[config.mk]
export PLATFORM = sky130hd
export DESIGN_NAME = tuple_cfg_parser
export DESIGN_NICKNAME = d
export VERILOG_FILES = /design/src/rtl/tcp_pkg.sv /design/src/rtl/tcp_rule_check.sv /design/src/rtl/tcp_walker.sv /design/src/rtl/tcp_field_file.sv /design/src/rtl/tuple_cfg_parser.sv
export SDC_FILE = /design/constraint.sdc
export NUM_CORES = 1
export LEC_CHECK = 0
export BUFFER_PORTS_ARGS = -buffer_cell sky130_fd_sc_hd__buf_2
export CORE_UTILIZATION = 50
export DETAILED_ROUTE_END_ITERATION = 7
export PLACE_DENSITY = 0.86
export SYNTH_ARGS = -nofsm -noshare
export SYNTH_HDL_FRONTEND = slang
export SYNTH_HIERARCHICAL = 1
export SYNTH_SLANG_ARGS = --single-unit
export TNS_END_PERCENT = 20
[constraint.sdc]
create_clock -name clk -period 5.7 [get_ports clk]
set_input_delay 0.57 -clock clk [delete_from_list [all_inputs] [get_ports clk]]
set_output_delay 0.57 -clock clk [all_outputs]
set_load 0.005 [all_outputs]
[src/rtl/tcp_pkg.sv]
package tcp_pkg;
    localparam int BYTE_W    = 8;
    localparam int MAC_BYTES = 6;
    localparam int COEF_CNT  = 3;
    localparam int COEF_W    = 16;
    localparam int GPIO_CNT  = 4;
    localparam int GAIN_CNT  = 8;
    localparam int ERR_W     = 4;
    localparam int MAC_W     = BYTE_W * MAC_BYTES;

    typedef enum logic [2:0] {
        ST_IDLE, ST_CODE, ST_SIZE, ST_SUB, ST_BODY, ST_DONE, ST_FAIL
    } walk_state_t;

    typedef enum logic [3:0] {
        K_SKIP, K_MAC, K_REV, K_ID, K_BREV, K_PA,
        K_CCODE, K_ANT, K_GAIN, K_BFL, K_LED
    } tuple_kind_t;

    typedef struct packed {
        logic [MAC_W-1:0]                     mac_pri;
        logic [MAC_W-1:0]                     mac_sec;
        logic [BYTE_W-1:0]                    srom_rev;
        logic [2*BYTE_W-1:0]                  vendor_id;
        logic [BYTE_W-1:0]                    board_rev;
        logic [COEF_CNT-1:0][COEF_W-1:0]      pa_coef;
        logic [BYTE_W-1:0]                    idle_tssi_a;
        logic [BYTE_W-1:0]                    idle_tssi_g;
        logic [BYTE_W-1:0]                    max_pwr_a;
        logic [BYTE_W-1:0]                    max_pwr_g;
        logic [BYTE_W-1:0]                    country;
        logic [BYTE_W-1:0]                    ant_a;
        logic [BYTE_W-1:0]                    ant_g;
        logic [GAIN_CNT-1:0][BYTE_W-1:0]      ant_gain;
        logic [2*BYTE_W-1:0]                  flags_lo;
        logic [2*BYTE_W-1:0]                  flags_hi;
        logic [GPIO_CNT-1:0][BYTE_W-1:0]      led_map;
    } board_params_t;

    function automatic board_params_t param_defaults();
        board_params_t p;
        p          = '1;
        p.flags_lo = '0;
        p.flags_hi = '0;
        return p;
    endfunction
endpackage

[src/rtl/tcp_rule_check.sv]
module tcp_rule_check
    import tcp_pkg::*;
#(
    parameter logic [BYTE_W-1:0] EXT_CODE  = 8'h22,
    parameter logic [BYTE_W-1:0] VEND_CODE = 8'h80,
    parameter logic [BYTE_W-1:0] NODE_SUB  = 8'h04,
    parameter logic [BYTE_W-1:0] NODE_LEN  = 8'd6,
    parameter logic [BYTE_W-1:0] NODE_SIZE = 8'd7
) (
    input  logic [BYTE_W-1:0] code_q,
    input  logic [BYTE_W-1:0] size_q,
    input  logic [BYTE_W-1:0] cur_byte,
    output tuple_kind_t       kind,
    output logic              sub_size_ok,
    output logic              mac_len_ok,
    output logic [ERR_W-1:0]  sub_err
);
    localparam int ERR_BIAS  = 2;
    localparam int SUB_LIMIT = 16;

    // Kind of the tuple, decided on data byte 0
    always_comb begin
        kind = K_SKIP;
        if (code_q == EXT_CODE && cur_byte == NODE_SUB) begin
            kind = K_MAC;
        end else if (code_q == VEND_CODE && cur_byte < BYTE_W'(SUB_LIMIT)) begin
            case (cur_byte[3:0])
                4'd0:    kind = K_REV;
                4'd1:    kind = K_ID;
                4'd2:    kind = K_BREV;
                4'd3:    kind = K_PA;
                4'd5:    kind = K_CCODE;
                4'd6:    kind = K_ANT;
                4'd7:    kind = K_GAIN;
                4'd8:    kind = K_BFL;
                4'd9:    kind = K_LED;
                default: kind = K_SKIP;
            endcase
        end
    end

    // Allowed declared sizes per subcode
    always_comb begin
        case (kind)
            K_REV, K_BREV, K_CCODE, K_ANT, K_GAIN:
                     sub_size_ok = (size_q == BYTE_W'(2));
            K_ID:    sub_size_ok = (size_q == BYTE_W'(5)) || (size_q == BYTE_W'(7));
            K_PA:    sub_size_ok = (size_q == BYTE_W'(9)) || (size_q == BYTE_W'(10));
            K_BFL:   sub_size_ok = (size_q == BYTE_W'(3)) || (size_q == BYTE_W'(5));
            K_LED:   sub_size_ok = (size_q == BYTE_W'(5));
            default: sub_size_ok = 1'b1;
        endcase
    end

    // Node-address tuple fails only when both size and length byte disagree
    assign mac_len_ok = (size_q == NODE_SIZE) || (cur_byte == NODE_LEN);
    assign sub_err    = cur_byte[ERR_W-1:0] + ERR_W'(ERR_BIAS);
endmodule

[src/rtl/tcp_walker.sv]
module tcp_walker
    import tcp_pkg::*;
#(
    parameter logic [BYTE_W-1:0] END_CODE = 8'hFF,
    parameter logic [ERR_W-1:0]  ERR_MAC  = 4'd1
) (
    input  logic              clk,
    input  logic              rst_n,
    input  logic              start,
    input  logic              in_valid,
    input  logic [BYTE_W-1:0] in_data,
    input  logic              in_last,
    input  tuple_kind_t       kind_now,
    input  logic              sub_size_ok,
    input  logic              mac_len_ok,
    input  logic [ERR_W-1:0]  sub_err,
    output logic [BYTE_W-1:0] code_q,
    output logic [BYTE_W-1:0] size_q,
    output logic              wr_en,
    output tuple_kind_t       wr_kind,
    output logic [BYTE_W-1:0] wr_idx,
    output logic              load,
    output logic              busy,
    output logic              done,
    output logic              err,
    output logic [ERR_W-1:0]  err_code
);
    walk_state_t       st, st_n;
    tuple_kind_t       kind_q, kind_n;
    logic [BYTE_W-1:0] code_n, size_n, idx, idx_n;
    logic [ERR_W-1:0]  ecode, ecode_n;
    logic              vend_kind;

    assign vend_kind = (kind_now != K_SKIP) && (kind_now != K_MAC);

    // Next state
    always_comb begin
        st_n    = st;
        code_n  = code_q;
        size_n  = size_q;
        idx_n   = idx;
        kind_n  = kind_q;
        ecode_n = ecode;
        wr_en   = 1'b0;
        if (start) begin
            st_n    = ST_CODE;
            ecode_n = '0;
        end else begin
            unique case (st)
                ST_IDLE: ;
                ST_DONE: st_n = ST_IDLE;
                ST_FAIL: ;
                ST_CODE: if (in_valid) begin
                    if (in_data == END_CODE) begin
                        st_n = ST_DONE;
                    end else begin
                        code_n = in_data;
                        st_n   = in_last ? ST_CODE : ST_SIZE;
                    end
                end
                ST_SIZE: if (in_valid) begin
                    size_n = in_data;
                    st_n   = in_last ? ST_CODE : ST_SUB;
                end
                ST_SUB: if (in_valid) begin
                    kind_n = kind_now;
                    idx_n  = BYTE_W'(1);
                    if (vend_kind && !sub_size_ok) begin
                        st_n    = ST_FAIL;
                        ecode_n = sub_err;
                    end else begin
                        st_n = in_last ? ST_CODE : ST_BODY;
                    end
                end
                ST_BODY: if (in_valid) begin
                    idx_n = idx + BYTE_W'(1);
                    if (kind_q == K_MAC && idx == BYTE_W'(1) && !mac_len_ok) begin
                        st_n    = ST_FAIL;
                        ecode_n = ERR_MAC;
                    end else begin
                        wr_en = 1'b1;
                        st_n  = in_last ? ST_CODE : ST_BODY;
                    end
                end
                default: st_n = ST_IDLE;
            endcase
        end
    end

    // State register
    always_ff @(posedge clk or negedge rst_n) begin
        if (!rst_n) begin
            st     <= ST_IDLE;
            code_q <= '0;
            size_q <= '0;
            idx    <= '0;
            kind_q <= K_SKIP;
            ecode  <= '0;
        end else begin
            st     <= st_n;
            code_q <= code_n;
            size_q <= size_n;
            idx    <= idx_n;
            kind_q <= kind_n;
            ecode  <= ecode_n;
        end
    end

    // Outputs
    always_comb begin
        busy     = (st == ST_CODE) || (st == ST_SIZE) || (st == ST_SUB) || (st == ST_BODY);
        done     = (st == ST_DONE);
        err      = (st == ST_FAIL);
        err_code = ecode;
        load     = start;
        wr_kind  = kind_q;
        wr_idx   = idx;
    end

    p_done_pulse_r2: assert property (@(posedge clk) disable iff (!rst_n)
        done |=> !done);
    p_fail_sticky_r9: assert property (@(posedge clk) disable iff (!rst_n)
        (err && !start) |=> err);
    p_fail_code_r9: assert property (@(posedge clk) disable iff (!rst_n)
        err |-> (err_code != '0));
    p_size_abort_r5: assert property (@(posedge clk) disable iff (!rst_n)
        (st == ST_SUB && in_valid && !start && vend_kind && !sub_size_ok) |=> err);
    p_mac_abort_r4: assert property (@(posedge clk) disable iff (!rst_n)
        (st == ST_BODY && in_valid && !start && kind_q == K_MAC && idx == BYTE_W'(1) && !mac_len_ok)
        |=> (err && err_code == ERR_MAC));
    p_start_clears_r11: assert property (@(posedge clk) disable iff (!rst_n)
        start |=> (busy && !err && err_code == '0));
endmodule

[src/rtl/tcp_field_file.sv]
module tcp_field_file
    import tcp_pkg::*;
(
    input  logic              clk,
    input  logic              rst_n,
    input  logic              load,
    input  logic              wr_en,
    input  tuple_kind_t       wr_kind,
    input  logic [BYTE_W-1:0] wr_idx,
    input  logic [BYTE_W-1:0] wr_byte,
    output board_params_t     params
);
    localparam int MAC_FIRST  = 2;
    localparam int LED_FIRST  = 1;
    localparam int TSSI_IDX   = 2 * COEF_CNT + 1;
    localparam int MAXP_IDX   = TSSI_IDX + 1;

    always_ff @(posedge clk or negedge rst_n) begin
        if (!rst_n) begin
            params <= param_defaults();
        end else if (load) begin
            params <= param_defaults();
        end else if (wr_en) begin
            case (wr_kind)
                K_MAC: for (int b = 0; b < MAC_BYTES; b++) begin
                    if (wr_idx == BYTE_W'(b + MAC_FIRST)) begin
                        params.mac_pri[BYTE_W*(MAC_BYTES-1-b) +: BYTE_W] <= wr_byte;
                        params.mac_sec[BYTE_W*(MAC_BYTES-1-b) +: BYTE_W] <= wr_byte;
                    end
                end
                K_REV:   if (wr_idx == BYTE_W'(1)) params.srom_rev  <= wr_byte;
                K_BREV:  if (wr_idx == BYTE_W'(1)) params.board_rev <= wr_byte;
                K_CCODE: if (wr_idx == BYTE_W'(1)) params.country   <= wr_byte;
                K_ANT: if (wr_idx == BYTE_W'(1)) begin
                    params.ant_a <= wr_byte;
                    params.ant_g <= wr_byte;
                end
                K_GAIN: if (wr_idx == BYTE_W'(1)) params.ant_gain <= {GAIN_CNT{wr_byte}};
                K_ID: begin
                    if (wr_idx == BYTE_W'(1)) params.vendor_id[BYTE_W-1:0]      <= wr_byte;
                    if (wr_idx == BYTE_W'(2)) params.vendor_id[2*BYTE_W-1:BYTE_W] <= wr_byte;
                end
                K_PA: begin
                    for (int c = 0; c < COEF_CNT; c++) begin
                        if (wr_idx == BYTE_W'(2*c + 1)) params.pa_coef[c][BYTE_W-1:0]      <= wr_byte;
                        if (wr_idx == BYTE_W'(2*c + 2)) params.pa_coef[c][COEF_W-1:BYTE_W] <= wr_byte;
                    end
                    if (wr_idx == BYTE_W'(TSSI_IDX)) begin
                        params.idle_tssi_a <= wr_byte;
                        params.idle_tssi_g <= wr_byte;
                    end
                    if (wr_idx == BYTE_W'(MAXP_IDX)) begin
                        params.max_pwr_a <= wr_byte;
                        params.max_pwr_g <= wr_byte;
                    end
                end
                K_BFL: begin
                    if (wr_idx == BYTE_W'(1)) params.flags_lo[BYTE_W-1:0]        <= wr_byte;
                    if (wr_idx == BYTE_W'(2)) params.flags_lo[2*BYTE_W-1:BYTE_W] <= wr_byte;
                end
                K_LED: for (int g = 0; g < GPIO_CNT; g++) begin
                    if (wr_idx == BYTE_W'(g + LED_FIRST)) params.led_map[g] <= wr_byte;
                end
                default: ;
            endcase
        end
    end
endmodule

[src/rtl/tuple_cfg_parser.sv]
module tuple_cfg_parser
    import tcp_pkg::*;
#(
    parameter logic [BYTE_W-1:0] EXT_CODE  = 8'h22,
    parameter logic [BYTE_W-1:0] VEND_CODE = 8'h80,
    parameter logic [BYTE_W-1:0] END_CODE  = 8'hFF,
    parameter logic [BYTE_W-1:0] NODE_SUB  = 8'h04
) (
    input  logic                       clk,
    input  logic                       rst_n,
    input  logic                       start,
    input  logic                       in_valid,
    input  logic [BYTE_W-1:0]          in_data,
    input  logic                       in_last,
    output logic                       busy,
    output logic                       done,
    output logic                       err,
    output logic [ERR_W-1:0]           err_code,
    output logic [MAC_W-1:0]           mac_pri,
    output logic [MAC_W-1:0]           mac_sec,
    output logic [BYTE_W-1:0]          srom_rev,
    output logic [2*BYTE_W-1:0]        vendor_id,
    output logic [BYTE_W-1:0]          board_rev,
    output logic [COEF_CNT*COEF_W-1:0] pa_coef,
    output logic [BYTE_W-1:0]          idle_tssi_a,
    output logic [BYTE_W-1:0]          idle_tssi_g,
    output logic [BYTE_W-1:0]          max_pwr_a,
    output logic [BYTE_W-1:0]          max_pwr_g,
    output logic [BYTE_W-1:0]          country,
    output logic [BYTE_W-1:0]          ant_a,
    output logic [BYTE_W-1:0]          ant_g,
    output logic [GAIN_CNT*BYTE_W-1:0] ant_gain,
    output logic [2*BYTE_W-1:0]        flags_lo,
    output logic [2*BYTE_W-1:0]        flags_hi,
    output logic [GPIO_CNT*BYTE_W-1:0] led_map
);
    logic [BYTE_W-1:0] code_q, size_q, wr_idx;
    tuple_kind_t       kind_now, wr_kind;
    logic              sub_size_ok, mac_len_ok, wr_en, load;
    logic [ERR_W-1:0]  sub_err;
    board_params_t     params;

    tcp_rule_check #(
        .EXT_CODE (EXT_CODE),
        .VEND_CODE(VEND_CODE),
        .NODE_SUB (NODE_SUB)
    ) u_rules (
        .code_q     (code_q),
        .size_q     (size_q),
        .cur_byte   (in_data),
        .kind       (kind_now),
        .sub_size_ok(sub_size_ok),
        .mac_len_ok (mac_len_ok),
        .sub_err    (sub_err)
    );

    tcp_walker #(
        .END_CODE(END_CODE)
    ) u_walk (
        .clk        (clk),
        .rst_n      (rst_n),
        .start      (start),
        .in_valid   (in_valid),
        .in_data    (in_data),
        .in_last    (in_last),
        .kind_now   (kind_now),
        .sub_size_ok(sub_size_ok),
        .mac_len_ok (mac_len_ok),
        .sub_err    (sub_err),
        .code_q     (code_q),
        .size_q     (size_q),
        .wr_en      (wr_en),
        .wr_kind    (wr_kind),
        .wr_idx     (wr_idx),
        .load       (load),
        .busy       (busy),
        .done       (done),
        .err        (err),
        .err_code   (err_code)
    );

    tcp_field_file u_fields (
        .clk    (clk),
        .rst_n  (rst_n),
        .load   (load),
        .wr_en  (wr_en),
        .wr_kind(wr_kind),
        .wr_idx (wr_idx),
        .wr_byte(in_data),
        .params (params)
    );

    assign mac_pri     = params.mac_pri;
    assign mac_sec     = params.mac_sec;
    assign srom_rev    = params.srom_rev;
    assign vendor_id   = params.vendor_id;
    assign board_rev   = params.board_rev;
    assign pa_coef     = params.pa_coef;
    assign idle_tssi_a = params.idle_tssi_a;
    assign idle_tssi_g = params.idle_tssi_g;
    assign max_pwr_a   = params.max_pwr_a;
    assign max_pwr_g   = params.max_pwr_g;
    assign country     = params.country;
    assign ant_a       = params.ant_a;
    assign ant_g       = params.ant_g;
    assign ant_gain    = params.ant_gain;
    assign flags_lo    = params.flags_lo;
    assign flags_hi    = params.flags_hi;
    assign led_map     = params.led_map;

    p_defaults_r1: assert property (@(posedge clk) disable iff (!rst_n)
        start |=> (flags_lo == '0 && flags_hi == '0 && srom_rev == '1 && mac_pri == '1));
    p_fail_freeze_r9: assert property (@(posedge clk) disable iff (!rst_n)
        (err && !start) |=> $stable(params));
    p_idle_freeze_r10: assert property (@(posedge clk) disable iff (!rst_n)
        (!busy && !start) |=> $stable(params));
endmodule

* Word-level counts from Yosys, hierarchy flattened
Memories as Yosys holds them, arrays and structs flattened.
Cells that the tools add are included.
** Word-level totals
- Flip-flop bits (word level) :: 379
- Bits in latches :: 0
- RAM bits :: 0
- ROM bits :: 64
- Input port bits :: 13
- Output and inout port bits :: 367
- Word-level logic and storage cells :: 235
- Memories kept :: 1
** Memory list
- (name not given) :: depth 16, bits a word 4, read ports 1, clocked after memory_dff 0, wr ports 0, RTL line tcp_rule_check.sv:27 : case (cur_byte[3:0])
** Operators by class
- $add $sub $neg :: 2
- Multipliers :: 0
- Div/mod/pow operators :: 0
- Magnitude comparators :: 1
- Equality and inequality tests :: 54
- Shift-type cells :: 0
- Mux-type cells :: 53
- Bitwise logic cells :: 2
- Reduce and logical (&&, ||, !) cells :: 73
** Operators by type and width (count)
- $mux W312 :: 2
- $mux W64 :: 2
- $mux W16 :: 6
- $mux W32 :: 3
- $mux W8 :: 12
- $mux W96 :: 1
- $reduce_and A3 Y1 :: 29
- $mux W80 :: 1
- $eq A8 B3 Y1 const B :: 8
- $reduce_bool A2 Y1 :: 20
- $eq A4 B3 Y1 const B :: 8
- $eq A8 B2 Y1 const B :: 4
- $mux W4 :: 7
- $mux W3 :: 9
- $eq A4 B4 Y1 const B :: 6
- $eq A8 B4 Y1 const B :: 3
- $eq A4 B2 Y1 const B :: 4
- $eq A8 B8 Y1 const B :: 2
- $pmux W8 S2 :: 1
- $pmux W3 S5 :: 1
- $ne A3 B3 Y1 const B :: 4
- $reduce_and A5 Y1 :: 2
- $eq A3 B3 Y1 const B :: 3
- $add A8 B1 Y8 const B :: 1
- 25 further kinds :: 46

* Depth between registers and ports, before layout
- Depth after elaboration :: 13
- Gate-level depth with buffers :: 12
- Gate-level depth less buffers :: 12

* Modules after synthesis
The synthesis kept the hierarchy.
** By module, submodules not included
- tcp_field_file :: times used 1, cells each 905, area an instance 10631.4 um2, sequential area each 5655.4 um2
- tcp_walker :: times used 1, cells each 153, area an instance 1754.2 um2, sequential area each 875.8 um2
- tcp_rule_check :: times used 1, cells each 66, area an instance 479.2 um2, sequential area each 0.0 um2

* Least setup slack after synthesis
Ideal clock, no wire load.
- Path kind :: input-to-reg
- From :: in in_data[1]
- To :: reg u_walk.ecode[1] (netlist: u_walk/err_code[1])
- Library setup time :: 0.119 ns
- Arrival :: 2.685 ns
- Required time :: 5.581 ns
- Setup slack :: 2.897 ns
- Stages on the path :: 12
- Path buffers :: 0
- Cell sequence :: inv_1 -> ha_1 -> nor2_1 -> o31ai_1 -> o21ai_2 -> and4_1 -> a221oi_1 -> o221ai_1 -> or3_4 -> a21boi_4 -> mux2i_1 -> nor2_1
** On the way
- Longest elaborated chain between the ends :: 11
- Elaborated cells on any way between the ends :: 35
- Those cells by class :: 1 x add/sub; 1 x order compare; 14 x eq/ne; 7 x mux; 11 x reduce/logical; 1 x memory
** Ends and longest elaborated chain
- start, declared :: RTL line tuple_cfg_parser.sv:13 : input logic [BYTE_W-1:0] in_data,
- $lt A8 B5 Y1 :: RTL line tcp_rule_check.sv:26 : end else if (code_q == VEND_CODE && cur_byte < BYTE_W'(SUB_LIMIT)) begin
- $logic_and A1 B1 Y1 :: RTL line tcp_rule_check.sv:26
- $mux W4 :: RTL line tcp_rule_check.sv:26
- $mux W4 * :: RTL line tcp_rule_check.sv:24 : if (code_q == EXT_CODE && cur_byte == NODE_SUB) begin
- $eq A4 B2 Y1 (tied with other cells) :: RTL line tcp_rule_check.sv:44 : case (kind)
- $reduce_or A5 Y1 :: RTL line tcp_rule_check.sv:44
- $pmux W1 S5 * :: RTL line tcp_rule_check.sv:44
- named net sub_size_ok :: RTL line tuple_cfg_parser.sv:39 : logic sub_size_ok, mac_len_ok, wr_en, load;
- $logic_not A1 Y1 * :: RTL line tcp_walker.sv:68 : if (vend_kind && !sub_size_ok) begin
- $logic_and A1 B1 Y1 * :: RTL line tcp_walker.sv:68
- $ne A3 B2 Y1 (no source line) *
- $reduce_and A5 Y1 (no source line) *
- end signal, assigned :: RTL line tcp_walker.sv:105 : ecode <= ecode_n;
- end, declared :: RTL line tcp_walker.sv:31 : logic [ERR_W-1:0] ecode, ecode_n;
The timed path passes the listed nets; every way through them passes the cells marked *. The select of a mux whose other input is x is not followed.
A chain may end at the register's enable or synchronous reset.

* Worst setup path in the final report
- From :: reg u_walk.size_q[5]
- To :: reg u_fields/params[314] (netlist name)
** On the way
- Longest elaborated chain between the ends :: 10
** Ends and longest elaborated chain
- start, declared :: RTL line tcp_walker.sv:18 : output logic [BYTE_W-1:0] size_q,
- start signal, assigned :: RTL line tcp_walker.sv:102 : size_q <= size_n;
- $eq A8 B3 Y1 :: RTL line tcp_rule_check.sv:56 : assign mac_len_ok = (size_q == NODE_SIZE) || (cur_byte == NODE_LEN);
- $logic_or A1 B1 Y1 :: RTL line tcp_rule_check.sv:56
- named net mac_len_ok :: RTL line tuple_cfg_parser.sv:39
- $logic_not A1 Y1 :: RTL line tcp_walker.sv:77 : if (kind_q == K_MAC && idx == BYTE_W'(1) && !mac_len_ok) begin
- $logic_and A1 B1 Y1 :: RTL line tcp_walker.sv:77
- $mux W1 :: RTL line tcp_walker.sv:77
- $mux W1 :: RTL line tcp_walker.sv:75 : ST_BODY: if (in_valid) begin
- $mux W1 :: RTL line tcp_walker.sv:49 : unique case (st)
- $mux W1 :: RTL line tcp_walker.sv:45 : if (start) begin
- named net wr_en :: RTL line tuple_cfg_parser.sv:39
- $reduce_bool A2 Y1 (no source line)
- $reduce_and A3 Y1 (no source line)
The timed path passes the listed nets, and every way through them passes these cells.

==> impl_metrics.toml <==
[global_route]
grt_remaining_overflow = 0
antenna_found_initial = 0
grt_pass1_vias = 8832
grt_max_degree = 139
grt.total_usage = 0.252
grt_pass1_wl_microns = 51500

[setup_path]
crit_chain = "or4_4 -> nor3b_4 -> nand3_1 -> nand2_1 -> nor4_1 -> nand3_1 -> nor2b_1 -> nor3b_2 -> nand4_2 -> mux2i_1"
cpPeakStageDelay_ps = 940
critical_path_required_ps = 6130
crit_type = "reg2reg"
cp_max_fo = 9
crit_arrival_ps = 4180
crit_top_cell = "nand3_1"
crit_slowest_cell = "nor3b_2"
cp_top_family = "simple AND/OR/NAND/NOR gates"
crit_buf_inv = 0
crit_path_start_kind = "register"
cp-end-kind = "register"

[place]
dp_slack_ps = 1950
hpwl_microns = 22000
io_buffers = 363
gp_routability_congestion = 0.904

[clock_tree]
cts.root.buffer_cell = "clkbuf_16"
path_clk_slew_ps = 60
cts_resized = 0
h-tree-depth = 1
hold_buffers = 0
postCtsSetupBuffers = 0
cts.sinks = 251
cts_tree = "yes"
cts_made_buffers = 27
cts.path.max_buffers = 3
clk_latency_ps = 530

[detailed_routing]
ant_nets = 0
dr.pass1.iters = 5
vias = 9049
drt_iter0_markers = 782
route.detailed.drc = 0
wirelength_microns = 33900
post_drt_wl_per_cell_microns = 20.2
vias_per_cell = 5.38

[synth]
syn_area_sq_um = 12900
ys_seq_area_frac = 0.508
netlist_instances = 1124
synth_cell_types = 72
yosys.area.top_type = "dfstp_2"
synth-seq-cells = 251
yosys-top-cells-area = "dfstp_2 41%, mux2i_1 17%, dfrtp_1 9.9%"
yosysWarnings = 6
synth_edf_count = 0
syn_avg_cell_area_sq_um = 11.4
async_flop_share = 1.00
yosysTopAreaCellShare = 0.408
synth_flop_cell = "dfstp_2"

[power]
irDropWorstVdd_uv = 191
p_clk_frac = 0.458
p_sw_mw = 1.02
intPower_mw = 3.13
leakage_nw = 7.51
p_per_area_nw_per_um2 = 278
p_seq_frac = 0.460
combPwrFrac = 0.083
swShare = 0.245

[timing]
fin_crit_sh = 0.657
max_slew.worst_pin.slew_ps = 1210
layout_setup_ws_ps = 1960
min_period_ps = 3740
rsz0062_at_grt = "false"
fmax_mhz = 267
finClkSkew_ps = 24.4
slew_viol_final = 0
relSlewSlack = 0.191
hold_violations = 0
final-setup-viol-count = 0
setup_tns_ps = 0

[floorplan]
fp-row-count = 58
die-height_microns = 162
fp.dieArea_sq_um = 26400
ios = 380
die_w_microns = 162
core_area_sq_um = 25200
start_util = 0.511

[finish]
area_growth_pct = 15.9
drive_above_1_share = 0.513
diodes = 0
nNetsFinal = 1352

[hold_path]
hp-class = "in2async"

[flow_run]
cap_violations = 0

[run_status]
outcome = "complete, no violations"
## synth_stat cells (3+ instances only)
| master | n |
|---|---|
| a21oi_1 | 5 |
| and2_0 | 4 |
| buf_2 | 6 |
| buf_4 | 150 |
| buf_6 | 4 |
| clkbuf_1 | 43 |
| dfrtp_1 | 51 |
| dfstp_2 | 200 |
| ha_1 | 8 |
| inv_1 | 11 |
| mux2_2 | 20 |
| mux2i_1 | 220 |
| nand2_1 | 16 |
| nand2b_1 | 25 |
| nand3_1 | 7 |
| nand4_1 | 5 |
| nand4_2 | 18 |
| nand4_4 | 8 |
| nor2_1 | 233 |
| nor2b_1 | 6 |
| nor4_1 | 3 |
| nor4b_1 | 3 |
| o21ai_0 | 6 |
| xor2_1 | 7 |
## worst paths after layout
check	startpoint	to	slack, ps	cells past startpoint
worst max-delay path	u_walk/size_q[5]	u_fields/params[314]	1960	10
worst min-delay path	rst_n	u_walk/code_q[1]	50	1
worst max register to register	u_walk/size_q[5]	u_fields/params[314]	1960	10
worst min register to register	u_fields/params[1]	u_fields/params[1]	520	2
max in group asynchronous	rst_n	u_fields/params[11]	4480	2
min in group clk	in_data[0]	u_walk/code_q[0]	410	2
## state kept, by name, indices dropped and copies added, names as in the netlist
name             cells
u_fields/params    216
u_walk/code_q        8
u_walk/err_code      4
u_walk/size_q        8
u_walk/st            3
u_walk/wr_idx        8
u_walk/wr_kind       4
## layout make-up
class	count	area (sq um)
fill	2051	10300
sequential	251	6530
multi-input combinational	673	5060
timing repair buffer	367	1880
clock buffer	38	787
tap	330	413
clock inverter	12	193
inverter	11	41.3
## stage by stage
| stage | hold slack (ps) | power, mW | instance area [sq um] | util | instances |
|---|---|---|---|---|---|
| finish | 49.2 | 4.15 | 14900 | 0.592 | 1682 |
| global placement | 496 | 2.27 | 13900 | 0.553 | 1632 |
| detailed placement | 502 | 2.27 | 13900 | 0.553 | 1632 |
| CTS | 110 | 4.20 | 14900 | 0.592 | 1682 |
| global route | 124 | 4.30 | 14900 | 0.592 | 1682 |
| floorplan | 274 | 2.14 | 12900 | - | 1139 |
## metal layers
metal / vias to the layer above / GRT usage / share of wire / wire length, microns
met1: 4588 / 0.351 / 0.44 / 14900
li1: 4046 / - / - / -
met5: - / 0 / 0 / 0
met4: 0 / 0.0733 / 0.023 / 791
met2: 364 / 0.408 / 0.48 / 16200
met3: 51 / 0.0390 / 0.060 / 2040
## logic make-up after synthesis
kind of cell	synth area share
AO/OA/AOI/OAI	0.0199
XOR/XNOR	0.00613
adder cells (fa/ha/maj)	0.00778
buffers and inverters	0.109
flip-flops	0.508
multiplexers	0.189
other	0.000291
AND/OR/NAND/NOR	0.160
## power by group through the flow
stage	combinational [mW]	clock, mW	sequential [mW]
finish	0.343	1.90	1.91
global route	0.373	2.01	1.92
CTS	0.345	1.95	1.91
detailed placement	0.343	0	1.93
global placement	0.339	0	1.93
floorplan	0.237	0	1.90
## layout by cell type, fill, tap and decap left out, types with 8 or more instances in the layout
cell,count
nand4_4,8
buf_2,361
conb_1,16
clkbuf_16,27
nand2b_1,25
dfrtp_1,51
nor2_1,225
nand2_1,16
nor2_4,8
nand4_2,18
inv_1,11
dfstp_2,200
mux2i_1,220
ha_1,8
mux2_2,20
Note: power is estimated with default switching activity, not from simulation.
